===== config.mk =====
export PLATFORM = sky130hd
export DESIGN_NAME = pdm_trim_top
export DESIGN_NICKNAME = d
export VERILOG_FILES = /design/src/rtl/pdm_trim_pkg.sv /design/src/rtl/pdm_trim_ctrl_reg.sv /design/src/rtl/pdm_trim_accum.sv /design/src/rtl/pdm_trim_out_stage.sv /design/src/rtl/pdm_trim_top.sv
export SDC_FILE = /design/constraint.sdc
export NUM_CORES = 1
export LEC_CHECK = 0
export BUFFER_PORTS_ARGS = -buffer_cell sky130_fd_sc_hd__buf_2
export CORE_MARGIN = 3
export CORE_UTILIZATION = 35
export DETAILED_ROUTE_END_ITERATION = 7
export PLACE_DENSITY = 0.63
export RECOVER_POWER = 50
export SLEW_MARGIN = 20
export SYNTH_ARGS = -nofsm -noshare
export SYNTH_HDL_FRONTEND = slang
export SYNTH_HIERARCHICAL = 1
export SYNTH_SLANG_ARGS = --single-unit

===== constraint.sdc =====
create_clock -name clk -period 2.6 [get_ports clk]
set_input_delay 0.52 -clock clk [delete_from_list [all_inputs] [get_ports clk]]
set_output_delay 0.52 -clock clk [all_outputs]
set_load 0.01 [all_outputs]

===== src/rtl/pdm_trim_pkg.sv =====
// Package: shared constants for the pulse density clock trim modulator.
// Assumes: a single control word width is used across all submodules.
package pdm_trim_pkg;
    parameter int unsigned CTRL_W = 16;
endpackage


===== src/rtl/pdm_trim_ctrl_reg.sv =====
// Module: control word register.
// Holds the programmed word; loads wr_data on edges with wr_en high.
// Assumes: synchronous active-low reset; reset value is all ones (no pulses).
module pdm_trim_ctrl_reg #(
    parameter int unsigned W = pdm_trim_pkg::CTRL_W
) (
    input  logic         clk,
    input  logic         rst_n,
    input  logic         wr_en,
    input  logic [W-1:0] wr_data,
    output logic [W-1:0] ctrl_q,
    output logic [W-1:0] step
);
    localparam logic [W-1:0] ALL_ONES = {W{1'b1}};

    // Register the control word, forced to all ones in reset.
    always_ff @(posedge clk) begin
        if (!rst_n)
            ctrl_q <= ALL_ONES;
        else if (wr_en)
            ctrl_q <= wr_data;
    end

    // Step is the all-ones value minus the control word.
    always_comb begin
        step = ALL_ONES - ctrl_q;
    end


    // write_capture_chk
    write_capture_chk: assert property (@(posedge clk) disable iff (!rst_n)
        wr_en |=> (ctrl_q == $past(wr_data)));


    // write_hold_chk
    write_hold_chk: assert property (@(posedge clk) disable iff (!rst_n)
        (!wr_en && $past(rst_n)) |=> $stable(ctrl_q));
endmodule


===== src/rtl/pdm_trim_accum.sv =====
// Module: first-order accumulator.
// Adds the step to a running sum every clock; the carry out marks a pulse.
// Assumes: step is stable within a cycle; sum wraps modulo 2^W.
module pdm_trim_accum #(
    parameter int unsigned W = pdm_trim_pkg::CTRL_W
) (
    input  logic         clk,
    input  logic         rst_n,
    input  logic [W-1:0] step,
    output logic         carry
);
    logic [W-1:0] acc_q;
    logic [W:0]   total;

    // Form the wide sum whose top bit is the carry.
    always_comb begin
        total = {1'b0, acc_q} + {1'b0, step};
        carry = total[W];
    end

    // Advance the running sum, cleared in reset.
    always_ff @(posedge clk) begin
        if (!rst_n)
            acc_q <= '0;
        else
            acc_q <= total[W-1:0];
    end


    // acc_reset_chk
    acc_reset_chk: assert property (@(posedge clk)
        !rst_n |=> (acc_q == '0));


    // acc_hold_chk
    acc_hold_chk: assert property (@(posedge clk) disable iff (!rst_n)
        (step == '0) |=> $stable(acc_q));
endmodule


===== src/rtl/pdm_trim_out_stage.sv =====
// Module: output register.
// Turns each carry into one registered low cycle; idles high.
// Assumes: carry is a single-cycle combinational pulse request.
module pdm_trim_out_stage (
    input  logic clk,
    input  logic rst_n,
    input  logic carry,
    output logic trim_out
);
    // Register the active-low pulse, high in reset.
    always_ff @(posedge clk) begin
        if (!rst_n)
            trim_out <= 1'b1;
        else
            trim_out <= ~carry;
    end
endmodule


===== src/rtl/pdm_trim_top.sv =====
// Module: pulse density clock trim modulator top.
// Chains control register, accumulator and output register.
// Assumes: wr_en/wr_data meet setup to clk; reset is synchronous active low.
module pdm_trim_top #(
    parameter int unsigned W = pdm_trim_pkg::CTRL_W
) (
    input  logic         clk,
    input  logic         rst_n,
    input  logic         wr_en,
    input  logic [W-1:0] wr_data,
    output logic         trim_out
);
    localparam logic [W-1:0] ALL_ONES = {W{1'b1}};
    localparam logic [W-1:0] HALF     = {1'b1, {(W-1){1'b0}}};

    logic [W-1:0] ctrl_q;
    logic [W-1:0] step;
    logic         carry;

    pdm_trim_ctrl_reg #(.W(W)) ctrl_i (
        .clk     (clk),
        .rst_n   (rst_n),
        .wr_en   (wr_en),
        .wr_data (wr_data),
        .ctrl_q  (ctrl_q),
        .step    (step)
    );

    pdm_trim_accum #(.W(W)) accum_i (
        .clk   (clk),
        .rst_n (rst_n),
        .step  (step),
        .carry (carry)
    );

    pdm_trim_out_stage out_i (
        .clk      (clk),
        .rst_n    (rst_n),
        .carry    (carry),
        .trim_out (trim_out)
    );


    // reset_state_chk
    reset_state_chk: assert property (@(posedge clk)
        !rst_n |=> (trim_out && ctrl_q == ALL_ONES));


    // idle_high_chk
    idle_high_chk: assert property (@(posedge clk) disable iff (!rst_n)
        (ctrl_q == ALL_ONES) |=> trim_out);


    // no_back_to_back_chk
    no_back_to_back_chk: assert property (@(posedge clk) disable iff (!rst_n)
        (!trim_out && $past(step) <= HALF && step <= HALF) |=> trim_out);
endmodule


==> results.yml, run 1 <==
floorplanning:
  coreArea_mm2: 0.00491
  start_util: 0.378
  die_w_um: 78.8
  ios: 20
  die_h_um: 78.8
  die-area_mm2: 0.00621
  rows: 25
min_path:
  min_to: "ctrl_i/ctrl_q[8]"
  hp-class: "primary input to flop"
  min_path_cells: 3
  hp-start: "wr_data[8]"
logic_synthesis:
  synth_area_mm2: 0.00186
  ys.warnings.count: 6
  synth_edf_count: 0
  syn_nets: 240
  synth.yosys.seq_area_share: 0.356
  async_flop_share: 0
  syn_area_per_cell_um2: 9.10
  synth_cell_types: 41
  synth_flop_cell: "dfxtp_1"
  syn_inst: 204
  synth_seq_cells: 33
detailed_routing:
  ant_nets: 0
  drt_iter0_markers: 79
  route.vias.total: 1439
  route.detailed.drc: 0
  firstDrtPassIters: 4
  wl_per_cell_um: 12.2
  wl_mm: 3.55
  vias_per_cell: 4.93
pwr:
  sequentialPowerShare: 0.405
  power_leakage_uw: 0.00106
  power.switching_uw: 410
  intPower_uw: 1030
  clockPowerShare: 0.348
  p_per_area_mw_per_mm2: 685
  combPwrFrac: 0.247
  vdd_drop_max_mv: 0.338
  swShare: 0.285
critical_path:
  max_stage_delay_ns: 0.41
  crit_buf_inv: 1
  r2r_cells: 8
  critical_path_class: "flop to flop"
  worst-path-stages: 8
  r2r_end: "accum_i/acc_q[14]"
  startpoint_type: "flop"
  crit_chain: "inv_1 > ha_1 > fa_1 > a21o_1 > a311oi_4 > nor4_2 > a211oi_2 > mux2i_1"
  cp-end-kind: "flop"
  worst_ep_arrival_time_ns: 2.45
  critPathRequiredTime_ns: 2.82
  reg2reg_from: "ctrl_i/ctrl_q[0]"
  crit_path_max_fanout: 4
  cp_slowest_cell: "fa_1"
  r2r_slack_ns: 0.37
  cp_top_family: "compound AO/OA/AOI/OAI gates"
global_route:
  grt_max_degree: 41
  antenna_found_initial: 0
  grt_use_total: 0.123
  gr-total-overflow: 0
  grt_pass1_wl_mm: 6.12
  grt_pass1_vias: 1344
timing:
  max_freq_mhz: 449
  min_period_over_period: 0.857
  worst_slew_pin_slew_ns: 1.62
  rsz0062_at_grt: "no"
  fin_setup_tns_ns: 0
  max-slew-margin-rel: -0.0816
  setup_viol: 0
  final.setup_skew_ns: 0.00969
  hold_viol: 0
  layout_min_cycle_time_ns: 2.23
  slew_violations: 41
  whs_ns: 0.443
clock_network:
  postCtsSetupRepairBufs: 0
  path_clk_slew_ns: 0.07
  cts_tree: "done"
  cts_inserted_buffers: 5
  cts_sinks: 33
  cts-resized-gates: 0
  htreeDepth: 2
  clockBufferDepth: 2
  clockRootBuffer: "clkbuf_8"
  cts_hold_buf: 0
  worstSkewPairLatency_ns: 0.29
outcome:
  status: "complete, but fails checks"
  violations: "max-capacitance violations, max-slew violations"
cells_and_area:
  final_nets: 260
  antenna_cells: 0
  fin_area_mm2: 0.00210
  post-route-util: 0.427
  drive_gt1_frac: 0.151
  area_growth_pct: 13.1
  stdcell_count: 292
  final_cell_mix: "dfxtp_1, nand2_1, inv_1, buf_2, o211ai_1"
  layout_commonest_cell: "dfxtp_1"
placement:
  port_buffers: 19
  dpl.hpwl_mm: 2.56
  dp_cells: 284
  gp_congestion: 0.896
  place_area_mm2: 0.00199
run:
  cap_violations: 1
-- cell usage after synthesis, drive strengths merged (3+ instances only) --
cell type / number / share of area
nand2: 31 / 0.063
o211ai: 17 / 0.071
xor2: 5 / 0.024
mux2i: 6 / 0.032
nor2: 4 / 0.0081
a21oi: 11 / 0.030
and3: 3 / 0.010
a21o: 5 / 0.021
nand3: 3 / 0.0081
clkbuf: 3 / 0.0067
dfxtp: 33 / 0.36
nand2b: 6 / 0.020
inv: 19 / 0.038
ha: 16 / 0.11
buf: 4 / 0.022
and2: 8 / 0.027
-- how the worst max path moves through the flow --
stage	startpoint	end	slack [ns]
2_1_floorplan	ctrl_i/ctrl_q[0]	accum_i/acc_q[10]	0.52
3_3_place_gp	ctrl_i/ctrl_q[0]	accum_i/acc_q[14]	0.42
3_5_place_dp	ctrl_i/ctrl_q[0]	accum_i/acc_q[10]	0.39
4_1_cts	ctrl_i/ctrl_q[0]	accum_i/acc_q[14]	0.38
5_1_grt	ctrl_i/ctrl_q[0]	accum_i/acc_q[14]	0.25
6_report	ctrl_i/ctrl_q[0]	accum_i/acc_q[14]	0.37
-- tightest hold or removal path, cell delays in order --
cell and delay (ns):
buf_2 0.07, nand2_1 0.04, o211ai_1 0.06
-- stage by stage --
| stage | power [uW] | setup WS [ns] |
|---|---|---|
| after global placement | 944 | 0.423 |
| after CTS | 1450 | 0.384 |
| after global routing | 1530 | 0.245 |
| after floorplan | 875 | 0.520 |
| final | 1440 | 0.373 |
| after detailed placement | 950 | 0.391 |
-- registers in the layout, indices dropped and copies added, names as in the netlist --
signal,cells
ctrl_i/ctrl_q,16
accum_i/acc_q,16
out_i/trim_out,1
-- per-layer routing --
layer,GRT usage,routed length [um],vias up,part of all wire
met5,0,0,-,0
met3,0.0363,165,6,0.046
li1,-,-,757,-
met2,0.179,1420,32,0.40
met4,0.0481,65,0,0.018
met1,0.171,1890,644,0.53
-- final cells by class --
| cell class | instances | area, um2 |
|---|---|---|
| fill | 502 | 2810 |
| tap | 67 | 83.8 |
| clock buffer | 7 | 86.3 |
| timing repair buffer | 20 | 101 |
| inverter | 19 | 71.3 |
| clock inverter | 1 | 30.0 |
| multi-input combinational | 145 | 1060 |
| sequential | 33 | 661 |
-- power by group through the flow --
stage	logic (uW)	registers, uW	clock network [uW]
global placement	350	594	0
floorplan	284	591	0
global route	400	589	540
finish	355	583	501
detailed placement	355	595	0
CTS	357	584	513
-- kinds of logic after synthesis --
kind of cell,synth area share
buffers and inverters,0.0674
xor gates and xnor gates,0.0330
adders and majority gates,0.119
muxes,0.0324
DFF,0.356
and+or+nand+nor,0.169
AOI/OAI and AO/OA,0.223
No activity file was read; power rests on OpenSTA's default activity.
==> run 2, diff against run 1 <==
--- a/config.mk
+++ b/config.mk
@@ -7,9 +7,9 @@
 export LEC_CHECK = 0
 export BUFFER_PORTS_ARGS = -buffer_cell sky130_fd_sc_hd__buf_2
 export CORE_MARGIN = 3
-export CORE_UTILIZATION = 35
+export CORE_UTILIZATION = 58
 export DETAILED_ROUTE_END_ITERATION = 7
-export PLACE_DENSITY = 0.63
+export PLACE_DENSITY = 0.9
 export RECOVER_POWER = 50
 export SLEW_MARGIN = 20
 export SYNTH_ARGS = -nofsm -noshare
==> run 2 against run 1 <==
  * The flow still finishes with violations (max-capacitance violations, max-slew violations)
  * Total power down 17%
  * Clock skew decreased by 0.0023 ns
  * Global-route usage is 7.5 points higher
  * Largest power group unchanged
  * Highest routed layer unchanged
  * Cell area is 5.4% lower
  * First-iteration DRC count shrank 19%
  * Maximum frequency is 1.7% lower
  * Combinational power about the same
  * Die area decreased by 37%
  * Critical path depth is the same
  * Core utilization is 26 points higher
==> results.yml, run 2 (same netlist as run 1, synthesis figures left out) <==
placement:
  dpl.hpwl_mm: 2.50
  port_buffers: 19
  place_area_mm2: 0.00195
  dp_cells: 258
  gp_congestion: 0.870
pwr:
  finalPower_uw: 1200
  vdd_drop_max_mv: 0.311
  p_per_area_mw_per_mm2: 603
  power_leakage_uw: 0.00102
timing:
  layout_min_cycle_time_ns: 2.27
  rsz0062_at_grt: "no"
  min_period_over_period: 0.872
  slew_violations: 41
  hold_viol: 0
  setup_viol: 0
  max-slew-margin-rel: -0.0736
  final.setup_skew_ns: 0.00736
  fin_setup_tns_ns: 0
  worst_slew_pin_slew_ns: 1.61
  max_freq_mhz: 441
floorplanning:
  die_h_um: 62.6
  die-area_mm2: 0.00391
  coreArea_mm2: 0.00290
  die_w_um: 62.6
  start_util: 0.640
  ios: 20
  rows: 19
detailed_routing:
  firstDrtPassIters: 4
  route.vias.total: 1449
  drt_iter0_markers: 64
  wl_per_cell_um: 13.1
  route.detailed.drc: 0
  wl_mm: 3.45
  ant_nets: 0
  vias_per_cell: 5.49
cells_and_area:
  antenna_cells: 0
  final_nets: 259
  drive_gt1_frac: 0.144
  stdcell_count: 264
  fin_area_mm2: 0.00199
  layout_commonest_cell: "dfxtp_1"
  reg_top3: "accum_i/acc_q (16), ctrl_i/ctrl_q (16), out_i/trim_out (1)"
  area_growth_pct: 7.01
  final_cell_mix: "dfxtp_1, nand2_1, inv_1, buf_2, o211ai_1"
  post-route-util: 0.685
critical_path:
  crit_path_max_fanout: 4
  cp_slowest_cell: "fa_1"
  cp_top_family: "compound AO/OA/AOI/OAI gates"
  worst_ep_arrival_time_ns: 2.53
  max_stage_delay_ns: 0.42
  startpoint_type: "flop"
  cp-end-kind: "flop"
  crit_chain: "inv_1 > ha_1 > fa_1 > a21o_1 > a311oi_4 > nor4_2 > a211oi_2 > mux2i_1"
  critical_path_class: "flop to flop"
  crit_buf_inv: 1
  critPathRequiredTime_ns: 2.86
global_route:
  grt_pass1_wl_mm: 6.38
  gr-total-overflow: 0
  antenna_found_initial: 0
  grt_pass1_vias: 1453
  grt_use_total: 0.199
  grt_max_degree: 41
min_path:
  hp-class: "primary input to flop"
clock_network:
  cts_inserted_buffers: 5
  worstSkewPairLatency_ns: 0.33
  clockRootBuffer: "clkbuf_4"
  htreeDepth: 2
  postCtsSetupRepairBufs: 0
  cts_sinks: 33
  cts_hold_buf: 0
  clockBufferDepth: 2
  cts_tree: "done"
  path_clk_slew_ns: 0.10
  cts-resized-gates: 0
outcome:
  violations: "max-capacitance violations, max-slew violations"
  status: "complete, but fails checks"
run:
  cap_violations: 1
==> run 2: changes by cell type in the layout (fill, tap and decap cells not counted), sizes merged <==
cell	delta
bufinv	-1
buf	-1
clkbuf	-2
clkinv	+1
==> run 2: worst paths after layout <==
kind | from | to | slack, ns | depth (start not counted)
worst max-delay path | ctrl_i/ctrl_q[0] | accum_i/acc_q[14] | 0.33 | 8
worst max register to register | ctrl_i/ctrl_q[0] | accum_i/acc_q[14] | 0.33 | 8
worst min-delay path | wr_data[9] | ctrl_i/ctrl_q[9] | 0.39 | 3
worst min register to register | ctrl_i/ctrl_q[12] | ctrl_i/ctrl_q[12] | 0.49 | 2
==> run 2: where the power goes <==
| group | switching, uW | internal [uW] |
|---|---|---|
| Combinational | 208 | 149 |
| Clock | 162 | 93.6 |
| Sequential | 18.4 | 565 |
| Total | 389 | 808 |
==> run 2: layout make-up <==
type,count,area (um2)
Timing Repair Buffer,19,93.8
Clock inverter,1,5.00
Sequential cell,33,661
Inverter,19,71.3
Fill cell,248,915
Tap cell,42,52.6
Multi-Input combinational cell,145,1060
Clock buffer,5,37.5
==> run 2: metrics by stage <==
stage          worst slack (ns)  hold slack (ns)
6_report                  0.334            0.393
5_1_grt                   0.154            0.394
4_1_cts                   0.323            0.383
3_5_place_dp              0.342            0.479
3_3_place_gp              0.443            0.476
2_1_floorplan             0.520            0.461
==> run 2: layer usage <==
| metal | up-vias | routed length, um | global-route usage |
|---|---|---|---|
| met5 | - | 0 | 0 |
| met4 | 0 | 59 | 0.0689 |
| met3 | 9 | 168 | 0.0558 |
| met2 | 40 | 1510 | 0.316 |
| met1 | 647 | 1720 | 0.257 |
| li1 | 753 | - | - |
==> run 2: worst register-to-register path, cell delays in order (launching register included) <==
cell and delay (ns):
dfxtp_1 0.32, inv_1 0.05, ha_1 0.22, fa_1 0.42, a21o_1 0.23, a311oi_4 0.38
nor4_2 0.12, a211oi_2 0.22, mux2i_1 0.22
